$ cat config.mk
export PLATFORM = sky130hd
export DESIGN_NAME = evt_counter_reader
export DESIGN_NICKNAME = d
export VERILOG_FILES = /design/src/rtl/evtcnt_pkg.sv /design/src/rtl/evtcnt_src_mux.sv /design/src/rtl/evtcnt_counter.sv /design/src/rtl/evtcnt_access_check.sv /design/src/rtl/evt_counter_reader.sv
export SDC_FILE = /design/constraint.sdc
export NUM_CORES = 1
export LEC_CHECK = 0
export BUFFER_PORTS_ARGS = -buffer_cell sky130_fd_sc_hd__buf_2
export CAP_MARGIN = 25
export CORE_MARGIN = 2
export CORE_UTILIZATION = 53
export CTS_BUF_LIST = sky130_fd_sc_hd__clkbuf_16
export CTS_CLUSTER_DIAMETER = 30
export DETAILED_ROUTE_END_ITERATION = 8
export GPL_TIMING_DRIVEN = 0
export HOLD_SLACK_MARGIN = 0.1
export MAX_ROUTING_LAYER = met4
export PLACE_DENSITY = 0.87
export SLEW_MARGIN = 0
export SYNTH_ARGS = -nofsm -noshare
export SYNTH_HDL_FRONTEND = slang
export SYNTH_HIERARCHICAL = 1
export SYNTH_SLANG_ARGS = --single-unit
$ cat constraint.sdc
create_clock -name clk_i -period 3 [get_ports clk_i]
set_input_delay 0.6 -clock clk_i [delete_from_list [all_inputs] [get_ports clk_i]]
set_output_delay 0.6 -clock clk_i [all_outputs]
set_load 0.02 [all_outputs]
$ cat src/rtl/evtcnt_pkg.sv
package evtcnt_pkg;

    localparam int HALF_W     = 32;
    localparam int ERR_CODE_W = 16;

    typedef enum logic [1:0] {
        ACC_GRANT      = 2'd0,
        ACC_PRIV_FAULT = 2'd1,
        ACC_SEL_FAULT  = 2'd2
    } acc_verdict_e;

endpackage

$ cat src/rtl/evtcnt_src_mux.sv
module evtcnt_src_mux #(
    parameter int NUM_SRC = 4,
    parameter int SRC_SEL_W = 2
) (
    input  logic [NUM_SRC-1:0]   src_i,
    input  logic [SRC_SEL_W-1:0] sel_i,
    input  logic                 en_i,
    output logic                 inc_o
);

    logic picked;

    always_comb begin
        picked = 1'b0;
        for (int k = 0; k < NUM_SRC; k++) begin
            if (sel_i == SRC_SEL_W'(k)) begin
                picked = src_i[k];
            end
        end
        inc_o = en_i & picked;
    end

endmodule

$ cat src/rtl/evtcnt_counter.sv
module evtcnt_counter #(
    parameter int CNT_W = 40
) (
    input  logic             clk_i,
    input  logic             rst_i,
    input  logic             inc_i,
    output logic [CNT_W-1:0] cnt_o
);

    typedef struct packed {
        logic [CNT_W-1:0] cnt;
    } cnt_state_t;

    cnt_state_t state_d, state_q;

    always_comb begin
        state_d = state_q;
        if (inc_i) begin
            state_d.cnt = state_q.cnt + CNT_W'(1);
        end
    end

    always_ff @(posedge clk_i) begin
        if (rst_i) begin
            state_q <= '0;
        end else begin
            state_q <= state_d;
        end
    end

    assign cnt_o = state_q.cnt;

endmodule

$ cat src/rtl/evtcnt_access_check.sv
module evtcnt_access_check
    import evtcnt_pkg::*;
#(
    parameter int PRIV_W  = 2,
    parameter int CTRL_W  = 32,
    parameter int UEN_BIT = 8,
    parameter int SEL_W   = 32,
    parameter int NUM_CNT = 2,
    localparam int IDX_W  = (NUM_CNT > 1) ? $clog2(NUM_CNT) : 1
) (
    input  logic [PRIV_W-1:0] priv_i,
    input  logic [CTRL_W-1:0] ctrl_i,
    input  logic [SEL_W-1:0]  sel_i,
    input  logic              narrow_i,
    output acc_verdict_e      verdict_o,
    output logic [IDX_W-1:0]  idx_o
);

    logic priv_ok;
    logic sel_ok;
    logic unused_req_bits;

    // Only the user-access bit matters; the mode tag never narrows the compare.
    assign unused_req_bits = ^{ctrl_i[CTRL_W-1:UEN_BIT+1], ctrl_i[UEN_BIT-1:0], narrow_i};

    always_comb begin
        priv_ok = (priv_i == '0) || ctrl_i[UEN_BIT];
        sel_ok  = (sel_i < SEL_W'(NUM_CNT));
        idx_o   = sel_i[IDX_W-1:0];
        if (!priv_ok) begin
            verdict_o = ACC_PRIV_FAULT;
        end else if (!sel_ok) begin
            verdict_o = ACC_SEL_FAULT;
        end else begin
            verdict_o = ACC_GRANT;
        end
    end

endmodule

$ cat src/rtl/evt_counter_reader.sv
module evt_counter_reader
    import evtcnt_pkg::*;
#(
    parameter int NUM_CNT   = 2,
    parameter int CNT_W     = 40,
    parameter int NUM_SRC   = 4,
    parameter int SRC_SEL_W = 2,
    parameter int PRIV_W    = 2,
    parameter int SEL_W     = 32,
    parameter int CTRL_W    = 32,
    parameter int UEN_BIT   = 8,
    localparam int RES_W    = 2 * HALF_W,
    localparam int IDX_W    = (NUM_CNT > 1) ? $clog2(NUM_CNT) : 1
) (
    input  logic                           clk_i,
    input  logic                           rst_i,
    input  logic [NUM_SRC-1:0]             evt_src_i,
    input  logic [NUM_CNT-1:0]             cnt_en_i,
    input  logic [NUM_CNT*SRC_SEL_W-1:0]   cnt_src_sel_i,
    input  logic                           rd_req_i,
    input  logic [PRIV_W-1:0]              rd_priv_i,
    input  logic [SEL_W-1:0]               rd_sel_i,
    input  logic [CTRL_W-1:0]              rd_ctrl_i,
    input  logic                           rd_narrow_i,
    output logic                           rd_valid_o,
    output logic                           rd_fault_o,
    output logic [ERR_CODE_W-1:0]          rd_err_code_o,
    output logic [HALF_W-1:0]              rd_hi_o,
    output logic [HALF_W-1:0]              rd_lo_o
);

    typedef struct packed {
        logic                  valid;
        logic                  fault;
        logic [ERR_CODE_W-1:0] err;
        logic [RES_W-1:0]      data;
    } rsp_state_t;

    logic [NUM_CNT*CNT_W-1:0] cnt_flat;
    logic [NUM_CNT-1:0]       cnt_inc;
    acc_verdict_e             verdict;
    logic [IDX_W-1:0]         rd_idx;
    logic [CNT_W-1:0]         picked_cnt;
    rsp_state_t               rsp_d, rsp_q;

    for (genvar n = 0; n < NUM_CNT; n++) begin : g_cnt
        evtcnt_src_mux #(
            .NUM_SRC   (NUM_SRC),
            .SRC_SEL_W (SRC_SEL_W)
        ) u_mux (
            .src_i (evt_src_i),
            .sel_i (cnt_src_sel_i[n*SRC_SEL_W +: SRC_SEL_W]),
            .en_i  (cnt_en_i[n]),
            .inc_o (cnt_inc[n])
        );

        evtcnt_counter #(
            .CNT_W (CNT_W)
        ) u_cnt (
            .clk_i (clk_i),
            .rst_i (rst_i),
            .inc_i (cnt_inc[n]),
            .cnt_o (cnt_flat[n*CNT_W +: CNT_W])
        );
    end

    evtcnt_access_check #(
        .PRIV_W  (PRIV_W),
        .CTRL_W  (CTRL_W),
        .UEN_BIT (UEN_BIT),
        .SEL_W   (SEL_W),
        .NUM_CNT (NUM_CNT)
    ) u_acc (
        .priv_i    (rd_priv_i),
        .ctrl_i    (rd_ctrl_i),
        .sel_i     (rd_sel_i),
        .narrow_i  (rd_narrow_i),
        .verdict_o (verdict),
        .idx_o     (rd_idx)
    );

    always_comb begin
        picked_cnt = '0;
        for (int n = 0; n < NUM_CNT; n++) begin
            if (rd_idx == IDX_W'(n)) begin
                picked_cnt = cnt_flat[n*CNT_W +: CNT_W];
            end
        end
    end

    always_comb begin
        rsp_d = '0;
        if (rd_req_i) begin
            if (verdict == ACC_GRANT) begin
                rsp_d.valid = 1'b1;
                rsp_d.data  = RES_W'(picked_cnt);
            end else begin
                rsp_d.fault = 1'b1;
                rsp_d.err   = '0;
            end
        end
    end

    always_ff @(posedge clk_i) begin
        if (rst_i) begin
            rsp_q <= '0;
        end else begin
            rsp_q <= rsp_d;
        end
    end

    assign rd_valid_o    = rsp_q.valid;
    assign rd_fault_o    = rsp_q.fault;
    assign rd_err_code_o = rsp_q.err;
    assign rd_hi_o       = rsp_q.data[RES_W-1:HALF_W];
    assign rd_lo_o       = rsp_q.data[HALF_W-1:0];

endmodule

Yosys cells after proc, flatten, opt, wreduce, memory -nomap -nowiden

Index checks and enable logic that the tools add are counted.

Equal/unequal tests: 6
Bitwise operators: 4
$lt $le $gt $ge: 1
Add/sub/neg operators: 2
Reductions and logical operators: 7
Multiplexer cells: 13

Operators with widths:

| cell                  | count |
|---|---|
| $add 40x1->40 const B | 2 |
| $mux 40               | 1 |
| $lt 32x2->1 const B   | 1 |
| $mux 17               | 1 |
| $mux 1                | 9 |
| $eq 2x2->1 const B    | 4 |
| $logic_not 2->1       | 4 |
| $eq 2x1->1 const B    | 2 |
| $mux 2                | 2 |
| $reduce_or 3->1       | 1 |
| $and 1x1->1           | 2 |
| $not 1->1             | 2 |
| $reduce_or 2->1       | 1 |
| $logic_or 1x1->1      | 1 |

Logic and storage cells: 40
Bits of input ports: 80
Bits in registers: 162
Output and inout bits: 82

Logic depth before layout (Yosys ltp)

Word-level depth: 6
Gate-level depth with buffers: 8

By module

The synthesis kept the hierarchy.

By module, submodules not included:

| module              | cells each | instances | area each (um2) |
|---|---|---|---|
| evtcnt_counter      | 236        | 2         | 1998.2 |
| evt_counter_reader  | 177        | 1         | 1804.2 |
| evtcnt_access_check | 14         | 1         | 91.3 |
| evtcnt_src_mux      | 2          | 2         | 28.8 |

Least setup slack after synthesis

OpenSTA, ideal clock, no wires.

Path kind: input-to-reg
Start point: input port cnt_src_sel_i[2]
End point: register g_cnt[1].u_cnt.state_q (netlist bit g_cnt[1].u_cnt/cnt_o[32])
Buffers on the path: 2
Stages: 8
Arrival time: 2.504 ns
Setup slack: 0.375 ns
Library setup time: 0.121 ns
Cell sequence: mux4_2 > and2_1 > buf_4 > nand4_1 > or4_1 > buf_2 > nor4_1 > mux2_2

Cells in the longest elaborated chain, start to end: 6
Elaborated cells on any way between the ends: 9

Ends and longest elaborated chain:

| item                 | line                     | source |
|---|---|---|
| from (decl)          | evt_counter_reader.sv:19 | `input logic [NUM_CNT*SRC_SEL_W-1:0] cnt_src_sel_i,` |
| $logic_not 2->1      | evtcnt_src_mux.sv:16     | `if (sel_i == SRC_SEL_W'(k)) begin` |
| $mux 1 (3 in a row)  | evtcnt_src_mux.sv:16     |  |
| $mux 1 *             | evtcnt_src_mux.sv:16     |  |
| $and 1x1->1 *        | evtcnt_src_mux.sv:20     | `inc_o = en_i & picked;` |
| net cnt_inc[1]       | evt_counter_reader.sv:40 | `logic [NUM_CNT-1:0] cnt_inc;` |
| to (signal assigned) | evtcnt_counter.sv:27     | `state_q <= state_d;` |
| to (decl)            | evtcnt_counter.sv:14     | `cnt_state_t state_d, state_q;` |

The timed path passes the listed nets; every way through them passes the cells marked *.
A chain may end at the register's enable or synchronous reset.

Final worst setup path

Start point: input port cnt_src_sel_i[2]
End point: register g_cnt[1].u_cnt.state_q (netlist bit g_cnt[1].u_cnt/cnt_o[38])

The elaborated chain is that of the path after synthesis.

==> results <==
- The post-synthesis mux area share is 9.72%.
- The path class of the lowest-slack min-delay path is in2reg.
- The top cell types in the final layout, fill and taps aside, are dfxtp_1 (122), buf_2 (94), nor2_1 (81).
- The HPWL reported at the end of detailed placement is 11000 microns.
- The synthesized netlist devotes 0.421% of its cell area to adder and majority cells.
- The complex-gate fraction of the synthesized area is 8.98%.
- The Yosys warning count is 6.
- The end point of the critical path is g_cnt[1].u_cnt/cnt_o[38].
- The required time of the critical path is 3.30 ns.
- The leading cell type in the layout, fill and taps excluded is dfxtp_1.
- The routed length per placed instance is 16.4 microns.
- For this design the static power due to leakage is 2.90 nW.
- Measured against its own limit, the worst slew margin works out to 50.0%.
- The number of antenna violations at the first check in global routing was 0.
- The area of the mapped netlist is 5950 sq um.
- The fraction of power spent switching nets is 20.6%.
- Sequential cells burn 41.0% of the power.
- The mean post-synth cell area is 8.92 sq um.
- Synthesis inferred 122 register bits.
- Clock tree synthesis selected as its root buffer the cell clkbuf_16.
- The actual slew at the worst max-slew pin is 0.739 ns.
- After synthesis, the share of flip-flops with an asynchronous set or reset is 0%.
- Dividing total power by cell area gives a power density of 545 nW/um^2.
- The post-route fraction of the period consumed by the critical path is 89.6%.
- The core outline area is 10900 sq um.
- The main flop type after synthesis is dfxtp_1.
- The synthesis-to-finish area growth is 23.0%.
- The total congestion overflow after global routing is 0.
- The final routed wirelength across all metal layers is 15800 microns.
- The most critical setup path has its startpoint at cnt_src_sel_i[2].
- The net switching power is 0.823 mW.
- The design internal power is 3.17 mW.
- After synthesis, the cell types taking the most area are dfxtp_1 (41%), mux2i_1 (7.1%), buf_4 (5.4%).
- The count of flip-flops with a built-in enable after synthesis is 0.
- The area taken by flip-flops and latches is 2440 sq um.
- The multi-input combinational cells in the finished layout cover a total of 3080 sq um.
- The maximum clock path buffer count is 2.
- The final number of hold-violating endpoints is 0.
- The fraction of layout cells with a size suffix above 1 is 23.4%.
- The core utilization of the finished layout is 67.2%.
- The part of the total power dissipated in combinational logic is 5.5%.
- The detail-routed via count per cell is 5.83.
- The worst setup path is launched from an input pin.
- The fmax is 0.372 GHz.
- In this run, post-CTS repair resized a total of 0 instances.
- Across all setup checks in the final design, the least slack found is 0.311 ns.
- The kind of end point of the critical path is a flop.
- The I/O pin count is 162.
- The synthesized netlist devotes 26.6% of its cell area to simple gates.
- Sequential cells were found to cover 41.1% of the synthesized design area.
- The TritonCTS clock tree is yes.
- The via total after detailed routing is 5623.
- The kind of critical path is in2reg.
- The cell type contributing the most total cell area after synthesis is dfxtp_1.
- The dominant combinational cell family by area after synthesis is simple AND/OR/NAND/NOR gates.
- Setup repair after global routing left no endpoint under its margin.
- Setup slack on the worst reg-to-reg path comes out at 0.49 ns.
- Across every metal layer, demand over resource in global routing totals 27.6%.
- The post-CTS setup buffer count is 0.
- After synthesis, the netlist uses 41 different library cells.
- The congestion estimate from routability-driven global placement came to 0.889.
- In this run the number of H-tree levels came out at 4.
- Counting cells, the worst reg-to-reg path comes to 6.
- In this run the core area contains 38 standard-cell rows.
- The tool flagged a number of max-cap violations equal to 0.
- The largest net degree at the start of global routing is 17.
- The antenna diode instance count is 0.
- Prior to clock tree synthesis, the placed netlist has a worst setup slack of -0.0546 ns.
- The via count of the first global-routing pass is 5255.
- The final number of setup-violating endpoints is 0.
- The run finished with clean final reports.
- The worst register-to-register path ends at g_cnt[1].u_cnt/cnt_o[38].
- The number of port buffers is 88.
- The count of clock tree sinks is 122.
- The final-report max-slew violation count is 0.
- The area of the die is 12100 sq um.
- The vertical extent of the die is 110 microns.
- Buffers inserted to repair hold after CTS numbered 0.
- The detailed router finished its first iteration with 508 violations.
- The total number of nets in the final design is 895.
- The clock skew is 0.00943 ns.
- The initial utilization of the core area, before any placement, comes to 54.6%.
- The area share of xor/xnor cells in the synthesized design is 3.53%.
- For the finished layout, the period the worst path requires is 2.69 ns.
- The number of instances in the synthesized netlist is 667.
- The startpoint identified for the worst register-to-register timing path is g_cnt[1].u_cnt/cnt_o[1].
- The data arrival time at the worst-slack endpoint is 2.99 ns.
- The total DRC errors in the routed layout is 0.
- The largest fanout on the critical path is 10.
- VDD sags by at most 0.338 mV.
- The clock slew seen by the registers of the worst setup and hold paths is 0.05 ns.
- The number of detailed-routing iterations run before antenna repair is 6.
- Once detail routing completed, the nets flagged for antenna violations numbered 0.
- Clock latency on the worst-skew pair, taken at its later pin, is 0.41 ns.
- The first-pass GRT wire length is 25200 microns.
- The clock power share is 53.5%.
- The fill cell instance count of the final layout is 823.
- The synthesized design devotes to its leading area cell type 41.1% of total area.
- Clock tree synthesis inserted a total of 17 buffers.
- The overall die width is 110 microns.
==> worst max-delay path: stages <==
cell	delay, ns
buf_2	0.10
mux4_2	0.31
and2_1	0.13
buf_4	0.15
nand4_1	0.21
or4_1	0.52
buf_2	0.21
nor4_1	0.36
mux2_2	0.38
==> Yosys cell counts, drive strengths merged, types with 18 or more instances <==
| cell type | number |
|---|---|
| nand2 | 32 |
| nor4 | 21 |
| nand3 | 18 |
| or4 | 32 |
| a21oi | 44 |
| mux2i | 42 |
| nand4 | 32 |
| nor2 | 81 |
| o31ai | 28 |
| dfxtp | 122 |
| buf | 58 |
| or3 | 18 |
| clkbuf | 25 |
==> registers in the layout (all words and copies together), names as in the netlist <==
register           cells
rd_hi_o                8
rd_fault_o             1
rd_valid_o             1
g_cnt.u_cnt/cnt_o     80
rd_lo_o               32
==> routing by layer <==
layer / wire, microns / up-vias / GRT usage [%]
met4: 480 / 0 / 11.1
met3: 1280 / 57 / 6.16
met2: 7660 / 303 / 44.2
li1: - / 2656 / -
met5: 0 / - / -
met1: 6360 / 2607 / 33.6
==> worst min path at each step <==
stage / startpoint / to / slack (ns) / cells after the start
finish: rst_i / rd_fault_o / 0.42 / 2
global route: rst_i / rd_fault_o / 0.43 / 2
CTS: rst_i / rd_fault_o / 0.41 / 2
detailed placement: g_cnt[1].u_cnt/cnt_o[29] / g_cnt[1].u_cnt/cnt_o[29] / 0.49 / 2
global placement: g_cnt[1].u_cnt/cnt_o[29] / g_cnt[1].u_cnt/cnt_o[29] / 0.48 / 2
floorplan: g_cnt[0].u_cnt/cnt_o[26] / rd_lo_o[26] / 0.46 / 2
==> layout make-up <==
type                            count  area share [%]
Buffer                             83            7.33
Clock buffer                       17            5.81
Clock inverter                     13            2.51
Inverter                            9           0.461
Multi-Input combinational cell    492            42.1
Sequential cell                   122            33.4
Tap cell                          140            2.39
Timing Repair Buffer               88            6.02
==> kinds of logic (layout without fill, tap and decap cells) <==
group | count (synthesis) | count (layout)
and+or+nand+nor | 283 | 283
muxes | 54 | 54
DFF | 122 | 122
buffers and inverters | 92 | 210
AOI/OAI and AO/OA | 89 | 89
other | 1 | 40
adders and majority gates | 2 | 2
xor gates and xnor gates | 24 | 24
==> power by group through the flow <==
stage          Clock [mW]  Combinational, mW  Sequential, mW
2_1_floorplan           0              0.162            1.67
4_1_cts              2.15              0.217            1.64
3_3_place_gp            0              0.211            1.67
3_5_place_dp            0              0.215            1.67
6_report             2.13              0.220            1.64
5_1_grt              2.22              0.236            1.64
==> per-stage QoR <==
| stage | TNS [ns] | hold slack, ns | power (mW) | std cells | cell area (sq um) |
|---|---|---|---|---|---|
| CTS | 0 | 0.414 | 4.00 | 964 | 7320 |
| detailed placement | -0.0790 | 0.487 | 1.88 | 934 | 6710 |
| finish | 0 | 0.419 | 3.99 | 964 | 7320 |
| global placement | -0.0429 | 0.485 | 1.88 | 934 | 6710 |
| global route | 0 | 0.430 | 4.09 | 964 | 7320 |
| floorplan | 0 | 0.458 | 1.83 | 706 | 6100 |
No activity file was read; power rests on OpenSTA's default activity.
